File: config.mk
export PLATFORM = sky130hd
export DESIGN_NAME = pwmgen_top
export DESIGN_NICKNAME = d
export VERILOG_FILES = /design/src/rtl/pwmgen_pkg.sv /design/src/rtl/pwmgen_regfile.sv /design/src/rtl/pwmgen_quantum.sv /design/src/rtl/pwmgen_chan.sv /design/src/rtl/pwmgen_top.sv
export SDC_FILE = /design/constraint.sdc
export NUM_CORES = 1
export LEC_CHECK = 0
export ABC_CLOCK_PERIOD_IN_PS = 1800
export CORE_MARGIN = 2
export CORE_UTILIZATION = 55
export DETAILED_ROUTE_END_ITERATION = 10
export GPL_TIMING_DRIVEN = 0
export PLACE_DENSITY = 0.76
export SETUP_SLACK_MARGIN = 0.15
export SYNTH_ARGS = -nofsm -noshare
export SYNTH_HDL_FRONTEND = slang
export SYNTH_SLANG_ARGS = --single-unit
File: constraint.sdc
create_clock -name clk -period 1.8 [get_ports clk]
set_input_delay 0.27 -clock clk [delete_from_list [all_inputs] [get_ports clk]]
set_output_delay 0.27 -clock clk [all_outputs]
set_load 0.005 [all_outputs]
File: src/rtl/pwmgen_pkg.sv
package pwmgen_pkg;

    // Default geometry shared by all modules of the generator.
    parameter int unsigned PG_DUTY_W = 10;
    parameter int unsigned PG_FREQ_W = 4;
    parameter int unsigned PG_DATA_W = 8;
    parameter int unsigned PG_ADDR_W = 8;
    parameter int unsigned PG_NUM_CH = 3;
    parameter int unsigned PG_BASE   = 'h60;

endpackage

File: src/rtl/pwmgen_regfile.sv
module pwmgen_regfile
    import pwmgen_pkg::*;
#(
    parameter int NUM_CH    = PG_NUM_CH,
    parameter int ADDR_W    = PG_ADDR_W,
    parameter int DATA_W    = PG_DATA_W,
    parameter int DUTY_W    = PG_DUTY_W,
    parameter int FREQ_W    = PG_FREQ_W,
    parameter int BASE_ADDR = PG_BASE
) (
    input  logic                               clk,
    input  logic                               rst,
    input  logic [ADDR_W-1:0]                  bus_addr,
    input  logic [DATA_W-1:0]                  bus_wdata,
    input  logic                               bus_we,
    output logic [DATA_W-1:0]                  bus_rdata,
    output logic [NUM_CH-1:0][DUTY_W-1:0]      duty_o,
    output logic [NUM_CH-1:0][FREQ_W-1:0]      freq_o,
    output logic [NUM_CH-1:0]                  en_o,
    output logic [NUM_CH-1:0]                  start_o
);

    localparam int EN_ADDR  = BASE_ADDR + 2 * NUM_CH;
    localparam int HI_W     = DUTY_W - DATA_W;
    localparam int FREQ_LSB = DATA_W - FREQ_W;
    localparam int PAD_W    = FREQ_LSB - HI_W;

    typedef struct packed {
        logic [NUM_CH-1:0][DATA_W-1:0] duty_lo;
        logic [NUM_CH-1:0][HI_W-1:0]   duty_hi;
        logic [NUM_CH-1:0][FREQ_W-1:0] freq;
        logic [NUM_CH-1:0]             en;
    } rf_t;

    rf_t  st_d, st_q;
    logic en_hit;

    function automatic logic [ADDR_W-1:0] lo_addr(input int n);
        return ADDR_W'(BASE_ADDR + 2 * n);
    endfunction

    function automatic logic [ADDR_W-1:0] hi_addr(input int n);
        return ADDR_W'(BASE_ADDR + 2 * n + 1);
    endfunction

    // Next-state: byte writes into the channel fields and the enable mask.
    always_comb begin
        st_d    = st_q;
        start_o = '0;
        en_hit  = bus_we && (bus_addr == ADDR_W'(EN_ADDR));
        for (int n = 0; n < NUM_CH; n++) begin
            if (bus_we && (bus_addr == lo_addr(n))) begin
                st_d.duty_lo[n] = bus_wdata;
            end
            if (bus_we && (bus_addr == hi_addr(n))) begin
                st_d.duty_hi[n] = bus_wdata[HI_W-1:0];
                st_d.freq[n]    = bus_wdata[DATA_W-1:FREQ_LSB];
            end
        end
        if (en_hit) begin
            st_d.en = bus_wdata[NUM_CH-1:0];
            // only a 0 -> 1 transition restarts a channel
            start_o = bus_wdata[NUM_CH-1:0] & ~st_q.en;
        end
    end

    // Read path: defined offsets return stored fields, all others zero.
    always_comb begin
        bus_rdata = '0;
        for (int n = 0; n < NUM_CH; n++) begin
            if (bus_addr == lo_addr(n)) begin
                bus_rdata = st_q.duty_lo[n];
            end
            if (bus_addr == hi_addr(n)) begin
                bus_rdata = {st_q.freq[n], {PAD_W{1'b0}}, st_q.duty_hi[n]};
            end
        end
        if (bus_addr == ADDR_W'(EN_ADDR)) begin
            bus_rdata = DATA_W'(st_q.en);
        end
    end

    always_ff @(posedge clk) begin
        if (rst) begin
            st_q <= '0;
        end else begin
            st_q <= st_d;
        end
    end

    always_comb begin
        for (int n = 0; n < NUM_CH; n++) begin
            duty_o[n] = {st_q.duty_hi[n], st_q.duty_lo[n]};
            freq_o[n] = st_q.freq[n];
        end
        en_o = st_q.en;
    end

endmodule

File: src/rtl/pwmgen_quantum.sv
module pwmgen_quantum #(
    parameter int PRE_W = 5
) (
    input  logic             clk,
    input  logic             rst,
    input  logic             run_i,
    input  logic             restart_i,
    input  logic [PRE_W-1:0] lim_i,
    output logic             tick_o
);

    typedef struct packed {
        logic [PRE_W-1:0] pre;
    } qs_t;

    qs_t st_d, st_q;

    // A tick marks the last input cycle of a quantum.
    assign tick_o = run_i && (st_q.pre == lim_i);

    always_comb begin
        st_d = st_q;
        if (!run_i || restart_i) begin
            st_d.pre = '0;
        end else if (tick_o) begin
            st_d.pre = '0;
        end else begin
            st_d.pre = st_q.pre + 1'b1;
        end
    end

    always_ff @(posedge clk) begin
        if (rst) begin
            st_q <= '0;
        end else begin
            st_q <= st_d;
        end
    end

endmodule

File: src/rtl/pwmgen_chan.sv
module pwmgen_chan
    import pwmgen_pkg::*;
#(
    parameter int DUTY_W = PG_DUTY_W,
    parameter int FREQ_W = PG_FREQ_W
) (
    input  logic              clk,
    input  logic              rst,
    input  logic              en_i,
    input  logic              start_i,
    input  logic [DUTY_W-1:0] cfg_duty_i,
    input  logic [FREQ_W-1:0] cfg_freq_i,
    output logic              pwm_o,
    output logic [DUTY_W-1:0] qidx_o,
    output logic [DUTY_W-1:0] act_duty_o
);

    localparam int PRE_W   = FREQ_W + 1;
    localparam int DIV_TOP = 2 ** PRE_W;

    typedef struct packed {
        logic [DUTY_W-1:0] cnt;
        logic [DUTY_W-1:0] act_duty;
        logic [PRE_W-1:0]  act_lim;
    } ch_t;

    ch_t              st_d, st_q;
    logic             tick;
    logic [PRE_W-1:0] lim_new;

    // prescaler terminal count = divider - 1 = (DIV_TOP - 1) - F
    assign lim_new = PRE_W'(DIV_TOP - 1) - PRE_W'(cfg_freq_i);

    pwmgen_quantum #(
        .PRE_W (PRE_W)
    ) quantum_i (
        .clk       (clk),
        .rst       (rst),
        .run_i     (en_i),
        .restart_i (start_i),
        .lim_i     (st_q.act_lim),
        .tick_o    (tick)
    );

    always_comb begin
        st_d = st_q;
        if (start_i) begin
            st_d.cnt      = '0;
            st_d.act_duty = cfg_duty_i;
            st_d.act_lim  = lim_new;
        end else if (!en_i) begin
            st_d.cnt = '0;
        end else if (tick) begin
            if (st_q.cnt == '1) begin
                // period boundary: pick up the shadowed configuration
                st_d.cnt      = '0;
                st_d.act_duty = cfg_duty_i;
                st_d.act_lim  = lim_new;
            end else begin
                st_d.cnt = st_q.cnt + 1'b1;
            end
        end
    end

    always_ff @(posedge clk) begin
        if (rst) begin
            st_q <= '0;
        end else begin
            st_q <= st_d;
        end
    end

    assign pwm_o      = en_i && (st_q.cnt <= st_q.act_duty);
    assign qidx_o     = st_q.cnt;
    assign act_duty_o = st_q.act_duty;

endmodule

File: src/rtl/pwmgen_top.sv
module pwmgen_top
    import pwmgen_pkg::*;
#(
    parameter int NUM_CH    = PG_NUM_CH,
    parameter int ADDR_W    = PG_ADDR_W,
    parameter int DATA_W    = PG_DATA_W,
    parameter int DUTY_W    = PG_DUTY_W,
    parameter int FREQ_W    = PG_FREQ_W,
    parameter int BASE_ADDR = PG_BASE
) (
    input  logic              clk,
    input  logic              rst,
    input  logic [ADDR_W-1:0] bus_addr,
    input  logic [DATA_W-1:0] bus_wdata,
    input  logic              bus_we,
    output logic [DATA_W-1:0] bus_rdata,
    output logic [NUM_CH-1:0] pwm_o
);

    logic [NUM_CH-1:0][DUTY_W-1:0] duty_cfg;
    logic [NUM_CH-1:0][FREQ_W-1:0] freq_cfg;
    logic [NUM_CH-1:0]             en_mask;
    logic [NUM_CH-1:0]             start_vec;
    logic [NUM_CH-1:0][DUTY_W-1:0] qidx_vec;
    logic [NUM_CH-1:0][DUTY_W-1:0] act_vec;

    pwmgen_regfile #(
        .NUM_CH    (NUM_CH),
        .ADDR_W    (ADDR_W),
        .DATA_W    (DATA_W),
        .DUTY_W    (DUTY_W),
        .FREQ_W    (FREQ_W),
        .BASE_ADDR (BASE_ADDR)
    ) regs_i (
        .clk       (clk),
        .rst       (rst),
        .bus_addr  (bus_addr),
        .bus_wdata (bus_wdata),
        .bus_we    (bus_we),
        .bus_rdata (bus_rdata),
        .duty_o    (duty_cfg),
        .freq_o    (freq_cfg),
        .en_o      (en_mask),
        .start_o   (start_vec)
    );

    for (genvar g = 0; g < NUM_CH; g++) begin : g_chan
        pwmgen_chan #(
            .DUTY_W (DUTY_W),
            .FREQ_W (FREQ_W)
        ) chan_i (
            .clk        (clk),
            .rst        (rst),
            .en_i       (en_mask[g]),
            .start_i    (start_vec[g]),
            .cfg_duty_i (duty_cfg[g]),
            .cfg_freq_i (freq_cfg[g]),
            .pwm_o      (pwm_o[g]),
            .qidx_o     (qidx_vec[g]),
            .act_duty_o (act_vec[g])
        );
    end

endmodule

==> implementation parameters <==
Parameter                              Value

Die
  Starting density of the core    0.5693
  Floorplan core area    around 0.012 mm^2
  Die boundary width    116.2 um
  Boundary pin count    30
  Y dimension of the die    ~120 um
  Std-Cell Rows    40
  Total die area    0.01350 mm^2

Power and ir drop
  Max IR drop VDD    989.5 uV
  Static leakage    3.530 nW
  Power per Cell Area    729.3 mW/mm^2

Logic synthesis
  Warnings, synthesis    0
  Area share of the leading cell type in the synthesized netlist    0.3903
  EDFF count, synth    0
  Largest area contributor in the netlist    dfxtp_1
  Average cell area after synthesis    9.004 um^2
  Most common cell in the netlist    dfxtp_1
  Top cell types by occurrence after synthesis    dfxtp_1, nor2_1, mux2i_1
  Sequential element share of the synthesized area    0.3903
  Number of flip-flops and latches in the synthesized netlist    about 140
  Net Count, Synth    824
  Post-synth cell types    57
  Post-Syn Area    0.006924 mm^2
  Synthesized netlist cell count    769
  Post-synth ARST share    0
  Top flip-flop cell by instance count after synthesis    dfxtp_1
  Top cells by area, synth    dfxtp_1, mux2i_1, ha_1

Clocking
  Maximum level of the CTS H-tree    4
  Bufs on Longest Clock Path    2
  Total CTS buffers    17
  Clock transition at the register clock pins on the worst setup and hold paths after CTS    0.06 ns
  Sink Count    135
  TritonCTS clock tree    done
  Root buffer cell    clkbuf_16
  Worst-skew pair later-pin latency    0.43 ns

Drt
  Wirelength, routed    19.95 mm
  Vias per std cell    5.838
  Average wire per standard cell    19.15 um
  Antenna viol nets, final    0
  # DRC    0
  Number of iterations in the first detailed-routing pass    5
  Via count    a little over 6000
  Violation count after the first detailed-routing iteration    600

Place
  Placed instance count    962
  Count of port buffers added during placement    25
  Worst slack after detailed placement    -1.276 ns
  Sum of net half-perimeters after detailed placement    12.46 mm
  Final weighted congestion in routability-driven placement    a little over 0.9
  Area after DPL    0.007505 mm^2

STA
  Fin crit period    2.437 ns
  Worst slew margin relative to its limit    0.4707
  PnR worst setup slack    -0.6366 ns
  Pins over their slew limit    0
  Fin crit share    1.354
  Final count of negative-setup-slack endpoints    29
  Total negative slack    -4.760 ns
  Setup repair after global routing missed its margin    yes
  Number of failing hold endpoints at the final stage    0
  Worst Tran Pin Value    roughly 0.8 ns
  FMAX    between 0.4 and 0.5 GHz
  Final setup skew    0.006693 ns

Global routing
  Met1 routing resource usage after global routing    0.3545
  Met3 layer usage reported by global route    0.07006
  Number of antenna violations at the first check in global routing    0
  First-pass GRT wire length    29.88 mm
  All-Layer GR Usage    0.2890
  Vias in the first global route    between 6000 and 7000
  Maximum number of pins on one net before global-route repair    17
  Met2 Use GR    0.4881
  Busiest layer in global routing    met2
  GRT Residual Overflow    0

Status
  Failing checks    setup timing
  Result of the run    finished with violations

Critical path
  Data required time of the critical path    1.53 ns
  Slowest library cell on the worst path    dfxtp_1
  Cell-by-cell listing of the critical path    inv_1 -> ha_1 -> a21oi_2 -> o221ai_2 -> a221oi_2 -> o21a_1 -> buf_4 -> buf_6
  Critical path fanouts, max    2
  Crit path max-delay family    compound AO/OA/AOI/OAI gates
  Critical path class    reg -> out
  Number of buffers and inverters on the critical path    3
  Startpoint type of the worst setup path    flop
  Slowest stage delay, CP    0.36 ns
  Arrival time of data at the critical path endpoint    2.17 ns
  Critical Path Sink Type    output pin

Layout
  Fraction of final layout cells with drive strength greater than 1    0.3249
  Share of the core filled with cells in the final layout    0.7650
  Fill cell total of the finished layout    746
  Antenna diodes    0
  Fin area    between 0.009 and 0.01 mm^2
  Final Net Count    916
  Number of cells in the finished layout apart from fillers    1042
  Area added between synthesis and finish    34.37%

Worst hold path
  Classification of the worst-slack hold path    in -> reg

Flow run
  Max cap viols    0
==> cells in the final DEF (no fill, tap or decap), types with 18 or more instances in the layout <==
master	count
buf_6	29
a21oi_1	25
nand2b_1	28
dfxtp_2	29
mux2i_1	75
ha_1	19
nor2_1	115
inv_1	35
xnor2_1	20
nand3_1	28
dfxtp_1	95
clkbuf_16	18
buf_4	30
nand2_1	25
==> final timing paths <==
kind | startpoint | to | slack (ns) | depth (start not counted)
setup / recovery | g_chan[1].chan_i.act_duty_o[4] | pwm_o[1] | -0.64 | 8
hold / removal | bus_wdata[0] | regs_i.duty_o[18] | 0.26 | 3
setup reg to reg | g_chan[2].chan_i.qidx_o[1] | g_chan[2].chan_i.st_q[3] | -0.09 | 7
hold reg to reg | g_chan[1].chan_i.quantum_i.st_q[0] | g_chan[1].chan_i.quantum_i.st_q[0] | 0.49 | 1
==> metal layers <==
metal / vias to the layer above / wire length, um
li1: 2845 / -
met1: 2952 / 8309
met2: 234 / 9818
met3: 52 / 1250
met4: 0 / 572
met5: - / 0
==> tightest hold or removal path, cell delays in order <==
cell	delay, ns
buf_2	0.17
mux2i_1	0.15
nor2_1	0.05
==> flip-flops by register name, indices dropped and copies added (netlist names) <==
name and flops:
g_chan.chan_i.act_duty_o 30, g_chan.chan_i.qidx_o 30, g_chan.chan_i.quantum_i.st_q 15, g_chan.chan_i.st_q 15, regs_i.freq_o 12, regs_i.en_o 3, regs_i.duty_o 30
==> kinds of logic after synthesis <==
kind of cell / synth area share
and+or+nand+nor: 0.2185
AOI/OAI and AO/OA: 0.07409
adders and majority gates: 0.06505
DFF: 0.3903
xor gates and xnor gates: 0.05439
muxes: 0.1386
buffers and inverters: 0.05909
==> where the power goes <==
| part | switching, mW | internal (mW) | leakage (nW) |
|---|---|---|---|
| registers | 0.00181 | 2.97 | 1.11 |
| clock network | 1.39 | 2.19 | 0.292 |
| logic | 0.144 | 0.0881 | 2.13 |
==> metrics by stage <==
step	hold WS, ns	power (mW)
6_report	0.2556	6.785
5_1_grt	0.2777	6.929
4_1_cts	0.2418	6.764
3_5_place_dp	0.4670	3.254
3_3_place_gp	0.4568	3.250
2_1_floorplan	0.4139	3.164
==> cell type report <==
class                           instances  area (um^2)  area share
Tap cell                              168        210.2     0.02259
Timing Repair Buffer                   73        681.9     0.07329
Multi-Input combinational cell        551         4527      0.4866
Sequential cell                       135         2780      0.2988
Clock inverter                         14        175.2     0.01883
Buffer                                 38        331.6     0.03564
Inverter                               45        168.9     0.01815
Clock buffer                           18        429.2     0.04613
==> what timing repair did <==
item	4_1_cts	5_1_grt
endpoints found under the setup margin	118	115
endpoints found under the hold margin	0	0
gates resized for setup	186	87
cloned	2	0
pin swaps	48	29
hold buffers	0	0
buffers inserted	33	13
Note: power is estimated with default switching activity, not from simulation.
